`config.mk`:
```
export PLATFORM = sky130hd
export DESIGN_NAME = rowrep_top
export DESIGN_NICKNAME = d
export VERILOG_FILES = /design/src/rtl/rowrep_pkg.sv /design/src/rtl/rowrep_scan.sv /design/src/rtl/rowrep_cfg.sv /design/src/rtl/rowrep_top.sv
export SDC_FILE = /design/constraint.sdc
export NUM_CORES = 1
export LEC_CHECK = 0
export ABC_CLOCK_PERIOD_IN_PS = 8900
export BUFFER_PORTS_ARGS = -buffer_cell sky130_fd_sc_hd__buf_4
export CAP_MARGIN = 30
export CORE_MARGIN = 8
export CORE_UTILIZATION = 35
export CTS_CLUSTER_DIAMETER = 200
export DETAILED_ROUTE_END_ITERATION = 16
export PLACE_DENSITY_LB_ADDON = 0.05
export SLEW_MARGIN = 40
export SYNTH_ARGS = -nofsm -noshare
export SYNTH_HDL_FRONTEND = slang
export SYNTH_HIERARCHICAL = 1
export SYNTH_SLANG_ARGS = --single-unit
```
`constraint.sdc`:
```
create_clock -name clk -period 8.9 [get_ports clk]
set_clock_uncertainty 0.2 [all_clocks]
set_input_delay 1.78 -clock clk [delete_from_list [all_inputs] [get_ports clk]]
set_output_delay 1.78 -clock clk [all_outputs]
set_load 0.005 [all_outputs]
```
`src/rtl/rowrep_pkg.sv`:
```
package rowrep_pkg;
  typedef enum logic [0:0] {ST_RUN = 1'b0, ST_SHIFT = 1'b1} rr_state_e;
endpackage

```
`src/rtl/rowrep_scan.sv`:
```
// Combinational fault qualification, segment search and kill decision.
module rowrep_scan #(
  parameter int N_ELEM = 8
) (
  input  logic [N_ELEM-1:0]         fault_i,
  input  logic [N_ELEM-1:0]         spare_q,
  input  logic [N_ELEM-1:0]         used_q,
  input  logic [N_ELEM-1:0]         byp_q,
  output logic [$clog2(N_ELEM)-1:0] pick_f,
  output logic [$clog2(N_ELEM)-1:0] pick_s,
  output logic                      pick_ok,
  output logic                      kill_req
);
  localparam int IDX_W = $clog2(N_ELEM);

  logic [N_ELEM-1:0] act;
  logic [N_ELEM-1:0] end_found;
  logic [IDX_W-1:0]  end_idx [N_ELEM];
  logic              any_act;

  always_comb begin
    act       = '0;
    end_found = '0;
    for (int f = 0; f < N_ELEM; f++) begin
      end_idx[f] = '0;
      // live element: not bypassed and not an idle spare
      act[f] = fault_i[f] & ~byp_q[f] & ~(spare_q[f] & ~used_q[f]);
      // nearest spare marker at or to the right of f
      for (int p = N_ELEM - 1; p >= 0; p--) begin
        if (p >= f && spare_q[p]) begin
          end_found[f] = 1'b1;
          end_idx[f]   = IDX_W'(p);
        end
      end
    end
  end

  always_comb begin
    kill_req = 1'b0;
    for (int f = 0; f < N_ELEM; f++) begin
      if (act[f] && (!end_found[f] || used_q[end_idx[f]])) kill_req = 1'b1;
      for (int g = f + 1; g < N_ELEM; g++) begin
        if (act[f] && act[g] && end_found[f] && end_found[g] &&
            end_idx[f] == end_idx[g]) kill_req = 1'b1;
      end
    end
  end

  always_comb begin
    any_act = 1'b0;
    pick_f  = '0;
    pick_s  = '0;
    for (int f = N_ELEM - 1; f >= 0; f--) begin
      if (act[f]) begin
        any_act = 1'b1;
        pick_f  = IDX_W'(f);
        pick_s  = end_idx[f];
      end
    end
    pick_ok = any_act & ~kill_req;
  end
endmodule

```
`src/rtl/rowrep_cfg.sv`:
```
// Configuration word store with a single-position right shift.
module rowrep_cfg #(
  parameter int N_ELEM = 8,
  parameter int CFG_W  = 8
) (
  input  logic                      clk,
  input  logic                      rst_n,
  input  logic                      load_i,
  input  logic [N_ELEM*CFG_W-1:0]   cfg_i,
  input  logic [N_ELEM-1:0]         spare_i,
  input  logic                      shift_en,
  input  logic [$clog2(N_ELEM)-1:0] shift_ptr,
  output logic [N_ELEM*CFG_W-1:0]   word_o
);
  localparam int IDX_W = $clog2(N_ELEM);

  logic [N_ELEM*CFG_W-1:0] word_q;
  logic [N_ELEM*CFG_W-1:0] word_d;

  for (genvar i = 0; i < N_ELEM; i++) begin : g_slot
    always_comb begin
      word_d[i*CFG_W +: CFG_W] = word_q[i*CFG_W +: CFG_W];
      if (load_i) begin
        word_d[i*CFG_W +: CFG_W] = spare_i[i] ? '0 : cfg_i[i*CFG_W +: CFG_W];
      end
      if (i > 0) begin : g_mv
        if (!load_i && shift_en && shift_ptr == IDX_W'(i))
          word_d[i*CFG_W +: CFG_W] = word_q[(i > 0 ? i - 1 : 0)*CFG_W +: CFG_W];
      end
    end

    always_ff @(posedge clk or negedge rst_n) begin
      if (!rst_n) word_q[i*CFG_W +: CFG_W] <= '0;
      else        word_q[i*CFG_W +: CFG_W] <= word_d[i*CFG_W +: CFG_W];
    end
  end

  assign word_o = word_q;


  shift_ptr_chk: assert property (@(posedge clk) disable iff (!rst_n)
    shift_en |-> (shift_ptr != '0));
endmodule

```
`src/rtl/rowrep_top.sv`:
```
module rowrep_top
  import rowrep_pkg::*;
#(
  parameter int N_ELEM = 8,
  parameter int CFG_W  = 8
) (
  input  logic                    clk,
  input  logic                    rst_n,
  input  logic                    load_i,
  input  logic [N_ELEM*CFG_W-1:0] cfg_i,
  input  logic [N_ELEM-1:0]       spare_i,
  input  logic [N_ELEM-1:0]       fault_i,
  output logic [N_ELEM*CFG_W-1:0] cfg_o,
  output logic [N_ELEM-1:0]       bypass_o,
  output logic                    run_o,
  output logic                    kill_o
);
  localparam int IDX_W = $clog2(N_ELEM);

  rr_state_e         st_q, st_d;
  logic [IDX_W-1:0]  ptr_q, ptr_d, f_q, f_d, s_q, s_d;
  logic [N_ELEM-1:0] spare_q, spare_d, used_q, used_d, bypass_q, bypass_d;
  logic              kill_q, kill_d;
  logic              shift_en;
  logic [IDX_W-1:0]  pick_f, pick_s;
  logic              pick_ok, kill_req;

  rowrep_scan #(.N_ELEM(N_ELEM)) u_scan (
    .fault_i (fault_i),
    .spare_q (spare_q),
    .used_q  (used_q),
    .byp_q   (bypass_q),
    .pick_f  (pick_f),
    .pick_s  (pick_s),
    .pick_ok (pick_ok),
    .kill_req(kill_req)
  );

  rowrep_cfg #(.N_ELEM(N_ELEM), .CFG_W(CFG_W)) u_cfg (
    .clk      (clk),
    .rst_n    (rst_n),
    .load_i   (load_i),
    .cfg_i    (cfg_i),
    .spare_i  (spare_i),
    .shift_en (shift_en),
    .shift_ptr(ptr_q),
    .word_o   (cfg_o)
  );

  always_comb begin
    st_d     = st_q;
    ptr_d    = ptr_q;
    f_d      = f_q;
    s_d      = s_q;
    spare_d  = spare_q;
    used_d   = used_q;
    bypass_d = bypass_q;
    kill_d   = kill_q;
    shift_en = 1'b0;
    if (load_i) begin
      spare_d  = spare_i;
      used_d   = '0;
      bypass_d = '0;
      kill_d   = 1'b0;
      st_d     = ST_RUN;
    end else if (!kill_q) begin
      unique case (st_q)
        ST_RUN: begin
          if (kill_req) begin
            kill_d = 1'b1;
          end else if (pick_ok) begin
            st_d  = ST_SHIFT;
            ptr_d = pick_s;
            f_d   = pick_f;
            s_d   = pick_s;
          end
        end
        ST_SHIFT: begin
          shift_en = 1'b1;
          ptr_d    = ptr_q - IDX_W'(1);
          if (ptr_q == f_q + IDX_W'(1)) begin
            bypass_d[f_q] = 1'b1;
            used_d[s_q]   = 1'b1;
            st_d          = ST_RUN;
          end
        end
        default: st_d = ST_RUN;
      endcase
    end
  end

  always_ff @(posedge clk or negedge rst_n) begin
    if (!rst_n) begin
      st_q     <= ST_RUN;
      ptr_q    <= '0;
      f_q      <= '0;
      s_q      <= '0;
      spare_q  <= '0;
      used_q   <= '0;
      bypass_q <= '0;
      kill_q   <= 1'b0;
    end else begin
      st_q     <= st_d;
      ptr_q    <= ptr_d;
      f_q      <= f_d;
      s_q      <= s_d;
      spare_q  <= spare_d;
      used_q   <= used_d;
      bypass_q <= bypass_d;
      kill_q   <= kill_d;
    end
  end

  assign bypass_o = bypass_q;
  assign kill_o   = kill_q;
  assign run_o    = (st_q == ST_RUN) && !kill_q;


  kill_sticky_chk: assert property (@(posedge clk) disable iff (!rst_n)
    (kill_q && !load_i) |=> (kill_q && $stable(bypass_q)));


  byp_quiet_run_chk: assert property (@(posedge clk) disable iff (!rst_n)
    (!load_i && st_q == ST_RUN) |=> $stable(bypass_q));


  byp_single_chk: assert property (@(posedge clk) disable iff (!rst_n)
    !load_i |=> ($countones(bypass_q & ~$past(bypass_q)) <= 1));
endmodule

```
[Yosys cells after proc, flatten, opt, wreduce, memory -nomap -nowiden]
Index checks and enable logic that the tools add are counted.
Word-level totals
  bits in registers: 99
  input port bits: 83
Cells by class
  order comparisons: 12
  reductions and logical operators: 161
  equality and inequality tests: 39
  muxes and demuxes: 142
  add/sub/neg operators: 2
  bitwise operators: 55
Operator list (number)
  8-bit 2-to-1 mux: 30
  1-bit logical AND: 131
  3-bit == test: 29
  3-bit 2-to-1 mux: 26
  1-bit 2-to-1 mux: 74
  3-bit by 4-bit < comparator with 1-bit output (second input constant): 10
  1-bit inverter: 28
  1-bit AND: 25
  1-bit binary-select mux with 3-bit select: 8
  2-bit nonzero test: 9
  8-bit bitwise OR: 2
  3-bit == test (second input constant): 4
  1-bit zero test: 10
  1-bit logical OR: 8
  1-bit demux with 3-bit select: 2
  3-bit by 2-bit == test with 1-bit output (second input constant): 2
  3-bit by 1-bit greater-or-equal comparator with 1-bit output (second input constant): 2
  2-bit != test (second input constant): 3
  3-bit one-hot mux with 2 select lines: 1
  5-bit AND reduction: 1
  4-bit AND reduction: 1
  3-bit by 1-bit adder with 3-bit output (second input constant): 1
  3-bit by 1-bit == test with 1-bit output (second input constant): 1
  3-bit AND reduction: 1
  other kinds (2): 2

[Longest topological paths before layout]
  depth after elaboration: 55
  depth in mapped cells: 12

[Cells and area by module]
The synthesis kept the hierarchy.
By module, submodules not included
  rowrep_cfg: instances 1, sequential area each 1601.5 sq um, area each 3444.6 sq um, cells an instance 314
  rowrep_top: instances 1, sequential area each 875.8 sq um, area each 1679.1 sq um, cells an instance 144
  rowrep_scan: instances 1, sequential area each 0.0 sq um, area each 1277.5 sq um, cells an instance 206

[Worst setup path before layout]
No wires, ideal clock.
  path type: input -> register
  from: input fault_i[2]
  to: register f_q[0]
  arrival: 4073 ps
  slack: 4502 ps
  path buffers: 0
  stages on the path: 10
  cells stage by stage: nand2b_1 o21bai_1 a2111oi_0 a2111oi_4 o311ai_1 nor4_2 nand3_1 nand2b_1 nor4_4 mux2_2
On the way
  longest elaborated chain between the ends: 43
  elaborated cells on any way between the ends: 74
RTL lines
  from (decl): RTL line rowrep_top.sv:12  | input logic [N_ELEM-1:0] fault_i,
  1-bit AND * (2 in series): RTL line rowrep_scan.sv:27  | act[f] = fault_i[f] & ~byp_q[f] & ~(spare_q[f] & ~used_q[f]);
  1-bit logical AND (4 in series): RTL line rowrep_scan.sv:43  | if (act[f] && act[g] && end_found[f] && end_found[g] &&
  1-bit 2-to-1 mux (6 in series): RTL line rowrep_scan.sv:43
  1-bit 2-to-1 mux: RTL line rowrep_scan.sv:41  | if (act[f] && (!end_found[f] || used_q[end_idx[f]])) kill_req = 1'b1;
  1-bit 2-to-1 mux (6 in series): RTL line rowrep_scan.sv:43
  1-bit 2-to-1 mux: RTL line rowrep_scan.sv:41
  1-bit 2-to-1 mux (4 in series): RTL line rowrep_scan.sv:43
  1-bit 2-to-1 mux *: RTL line rowrep_scan.sv:43
  (+10 left out)
  1-bit 2-to-1 mux * (2 in series): RTL line rowrep_scan.sv:43
  1-bit 2-to-1 mux *: RTL line rowrep_scan.sv:41
  1-bit 2-to-1 mux *: RTL line rowrep_scan.sv:43
  1-bit 2-to-1 mux *: RTL line rowrep_scan.sv:41
  net kill_req: RTL line rowrep_top.sv:26  | logic pick_ok, kill_req;
  1-bit inverter (no line) *
  1-bit AND: RTL line rowrep_scan.sv:60  | pick_ok = any_act & ~kill_req;
  5-bit AND reduction (no line) *
  to (signal assigned): RTL line rowrep_top.sv:96  | f_q <= '0;
  to (signal assigned): RTL line rowrep_top.sv:105  | f_q <= f_d;
  to (decl): RTL line rowrep_top.sv:21  | logic [IDX_W-1:0] ptr_q, ptr_d, f_q, f_d, s_q, s_d;
The timed path passes the listed nets; every way through them passes the cells marked *.
A chain may end at the register's enable or synchronous reset.

[Final worst setup path]
  from: input fault_i[2]
  to: register s_q[0]
On the way
  longest elaborated chain between the ends: 43
  elaborated cells on any way between the ends: 74
RTL lines
  1-bit AND * (2 in series): RTL line rowrep_scan.sv:27
  1-bit logical AND (4 in series): RTL line rowrep_scan.sv:43
  1-bit 2-to-1 mux (6 in series): RTL line rowrep_scan.sv:43
  1-bit 2-to-1 mux: RTL line rowrep_scan.sv:41
  1-bit 2-to-1 mux (6 in series): RTL line rowrep_scan.sv:43
  1-bit 2-to-1 mux: RTL line rowrep_scan.sv:41
  1-bit 2-to-1 mux (4 in series): RTL line rowrep_scan.sv:43
  1-bit 2-to-1 mux *: RTL line rowrep_scan.sv:43
  (+10 left out)
  1-bit 2-to-1 mux * (2 in series): RTL line rowrep_scan.sv:43
  1-bit 2-to-1 mux *: RTL line rowrep_scan.sv:41
  1-bit 2-to-1 mux *: RTL line rowrep_scan.sv:43
  1-bit 2-to-1 mux *: RTL line rowrep_scan.sv:41
  net kill_req: RTL line rowrep_top.sv:26
  1-bit inverter (no line) *
  1-bit AND: RTL line rowrep_scan.sv:60
  5-bit AND reduction (no line) *
  to (signal assigned): RTL line rowrep_top.sv:97  | s_q <= '0;
  to (signal assigned): RTL line rowrep_top.sv:106  | s_q <= s_d;
  to (decl): RTL line rowrep_top.sv:21
Marked as above.

==> flow_summary.json <==
{
  "whs_path_depth": 1,
  "hold_path.class": "reg -> reg",
  "min-delay-start": "u_cfg/word_o[31]",
  "initial_utilization": 0.356,
  "grt_max_degree": 74,
  "fillers": 1804,
  "place_congestion": 0.942,
  "synth_flop_cell": "dfrtp_1",
  "drt_iter0_markers": 424,
  "max_freq_mhz": 209,
  "post_drt_via_cell_ratio": 5.47,
  "yosysUniqueCellTypes": 78,
  "cts_tree": "built",
  "antenna_found_initial": 0,
  "fin_crit_ps": 4780,
  "ir_worst_vdd_uv": 132,
  "wl_per_cell_um": 20.8,
  "cts_resized": 0,
  "drv_cap": 0,
  "endpoint_kind": "flop",
  "power.leakage_nw": 3.60,
  "grt_pass1_vias": 5633,
  "timing.final.ws_setup_ps": 4120,
  "r2r_start": "spare_q[3]",
  "areaGrowthSynthToFinish_pct": 25.6,
  "post-place-cells": 1017,
  "die_h_um": 151,
  "r2r_cells": 10,
  "ys_async_sr_fraction": 1.00,
  "design_power_total_mw": 1.36,
  "hold_violations": 0,
  "clkLatencyLatePin_ps": 350,
  "clk_pin_slew_worst_paths_ps": 70,
  "drt-total-wl_um": 21500,
  "synth_edf_count": 0,
  "track_usage": 0.191,
  "avgSynthCellArea_um2": 9.64,
  "ys_seq_elements": 99,
  "dieArea_um2": 22900,
  "netlist_area_um2": 6400,
  "r2r_end": "s_q[0]",
  "ctsRootBufferMaster": "clkbuf_16",
  "dieWidth_um": 151,
  "finalSetupViolations": 0,
  "outcome": "complete, no violations",
  "period_share": 0.537,
  "power_density_nw_per_um2": 169,
  "postSynthCellCount": 664,
  "antenna_cells": 0,
  "grt_pass1_wl_um": 33500,
  "core_um2": 18000,
  "tightest_slew_ps": 807,
  "crit_type": "in -> reg",
  "finalMaxSlewViolations": 0,
  "numClockSinks": 99,
  "via_count": 5646,
  "rows": 49,
  "grt_overflow": 0,
  "hold_buffers": 0,
  "hpwl_um": 16500,
  "ys_warn_count": 6,
  "postCtsSetupRepairBufs": 0,
  "drc": 0,
  "required_ps": 8930,
  "finish.instance_area_um2": 8040,
  "layout-drive-gt1-share": 0.308,
  "r2r_setup_slack_ps": 4560,
  "cts.path.max_buffers": 2,
  "holdPathEnd": "u_cfg/word_o[39]",
  "place_area_um2": 7700,
  "rsz0062_at_grt": "false",
  "portBuffers": 156,
  "worst_setup_path_start_kind": "input port",
  "ios": 157,
  "drtAntennaViolNets": 0,
  "crit_arrival_ps": 4810,
  "relSlewSlack": 0.460,
  "stdcell_count": 1033,
  "yosysSeqAreaShare": 0.387,
  "pre_cts_ws_ps": 3780,
  "worstPathMaxFanout": 10,
  "setup-tns-final_ps": 0,
  "nets": 884,
  "synth_fp_nets": 749,
  "cts_max_level": 3,
  "first_pass_iters": 4,
  "numCtsBuffers": 9
}
[power by group]
part | switching [mW] | total (mW) | internal [mW]
clock network | 0.182 | 0.431 | 0.250
logic | 0.197 | 0.364 | 0.167
registers | 0.0706 | 0.562 | 0.492
total | 0.449 | 1.36 | 0.908
[registers in the layout, summed over array words and instances (netlist names)]
signal,count
kill_o,1
ptr_q,3
spare_q,8
bypass_o,8
s_q,3
u_cfg/word_o,64
used_q,8
st_q,1
f_q,3
[layout make-up]
| cell class | instances | area [um2] | area share |
|---|---|---|---|
| flip-flops and latches | 99 | 2480 | 0.308 |
| clock inverters | 5 | 85.1 | 0.0106 |
| clock buffers | 11 | 233 | 0.0289 |
| multi-input cells | 468 | 3530 | 0.439 |
| well taps | 229 | 287 | 0.0356 |
| repair buffers | 158 | 1190 | 0.148 |
| inverters | 63 | 236 | 0.0294 |
[layer usage]
layer,vias up,share of wire,GRT usage
met4,0,0.013,0.0470
met1,2754,0.45,0.262
li1,2666,-,-
met5,-,0,0
met2,203,0.47,0.298
met3,23,0.070,0.0436
[critical path: stages]
cell and delay [ps]:
buf_4 110, nand2b_1 130, o21bai_1 370, a2111oi_0 240, a2111oi_4 370, o311ai_1 190, nor4_2 420, nand3_1 150
nand2b_1 260, nor4_4 380, mux2_2 400
[kinds of logic after synthesis]
group / synth area share
XOR/XNOR: 0.00802
adder cells (fa/ha/maj): 0.00391
AND/OR/NAND/NOR: 0.219
flip-flops: 0.387
multiplexers: 0.168
buffers and inverters: 0.0670
AO/OA/AOI/OAI: 0.147
[metrics by stage]
stage	util	hold slack [ps]
final	0.448	327
after global placement	0.428	315
after global routing	0.448	352
after detailed placement	0.429	319
after floorplan	-	275
after CTS	0.446	333
[synth_stat cells, drive strengths merged (3+ instances only)]
cell | n | share of area
buf | 22 | 0.023
nor2 | 32 | 0.019
nor4 | 5 | 0.0092
nand3b | 45 | 0.055
nor3b | 7 | 0.011
o31ai | 3 | 0.0035
clkbuf | 12 | 0.0070
a21oi | 21 | 0.017
nand2 | 22 | 0.013
nor2b | 40 | 0.039
nand4 | 14 | 0.016
a221oi | 5 | 0.0078
o21a | 4 | 0.0047
a211oi | 4 | 0.0055
mux2i | 55 | 0.086
a2111oi | 4 | 0.0084
mux2 | 45 | 0.082
nand3 | 7 | 0.0055
o22ai | 18 | 0.018
a31oi | 9 | 0.0088
and2 | 3 | 0.0029
xnor2 | 3 | 0.0053
nand2b | 11 | 0.011
o21ai | 54 | 0.042
o311ai | 4 | 0.0055
nor3 | 6 | 0.0047
inv | 63 | 0.037
and4b | 3 | 0.0049
or2 | 6 | 0.0063
or3 | 3 | 0.0029
dfrtp | 99 | 0.39
[placed cells by master, fill, tap and decap left out, types with 3 or more instances in the layout]
cell type	n
nor3b_1	4
a21oi_1	20
and2_1	3
or2_1	3
nand2b_1	11
a31oi_1	9
mux2_2	40
nor2_1	31
nand3_1	7
nand4_1	12
or3_1	3
inv_1	61
nor2b_1	39
dfrtp_1	99
mux2i_1	55
o21a_1	4
nand3b_1	44
clkbuf_16	9
o31ai_1	3
o311ai_0	3
a211oi_1	3
nor3_1	6
mux2_4	5
o21ai_0	52
buf_4	157
nand2_1	22
o22ai_1	18
a221oi_1	4
[how the worst max path moves through the flow]
stage	slack, ps	from	end
after floorplan	4500	fault_i[2]	f_q[0]
final	4120	fault_i[2]	s_q[0]
after detailed placement	3780	fault_i[2]	f_q[1]
after global placement	3780	fault_i[2]	f_q[1]
after global routing	3970	fault_i[2]	s_q[0]
after CTS	4160	fault_i[2]	s_q[0]
Power figures use the tool's default switching activity.
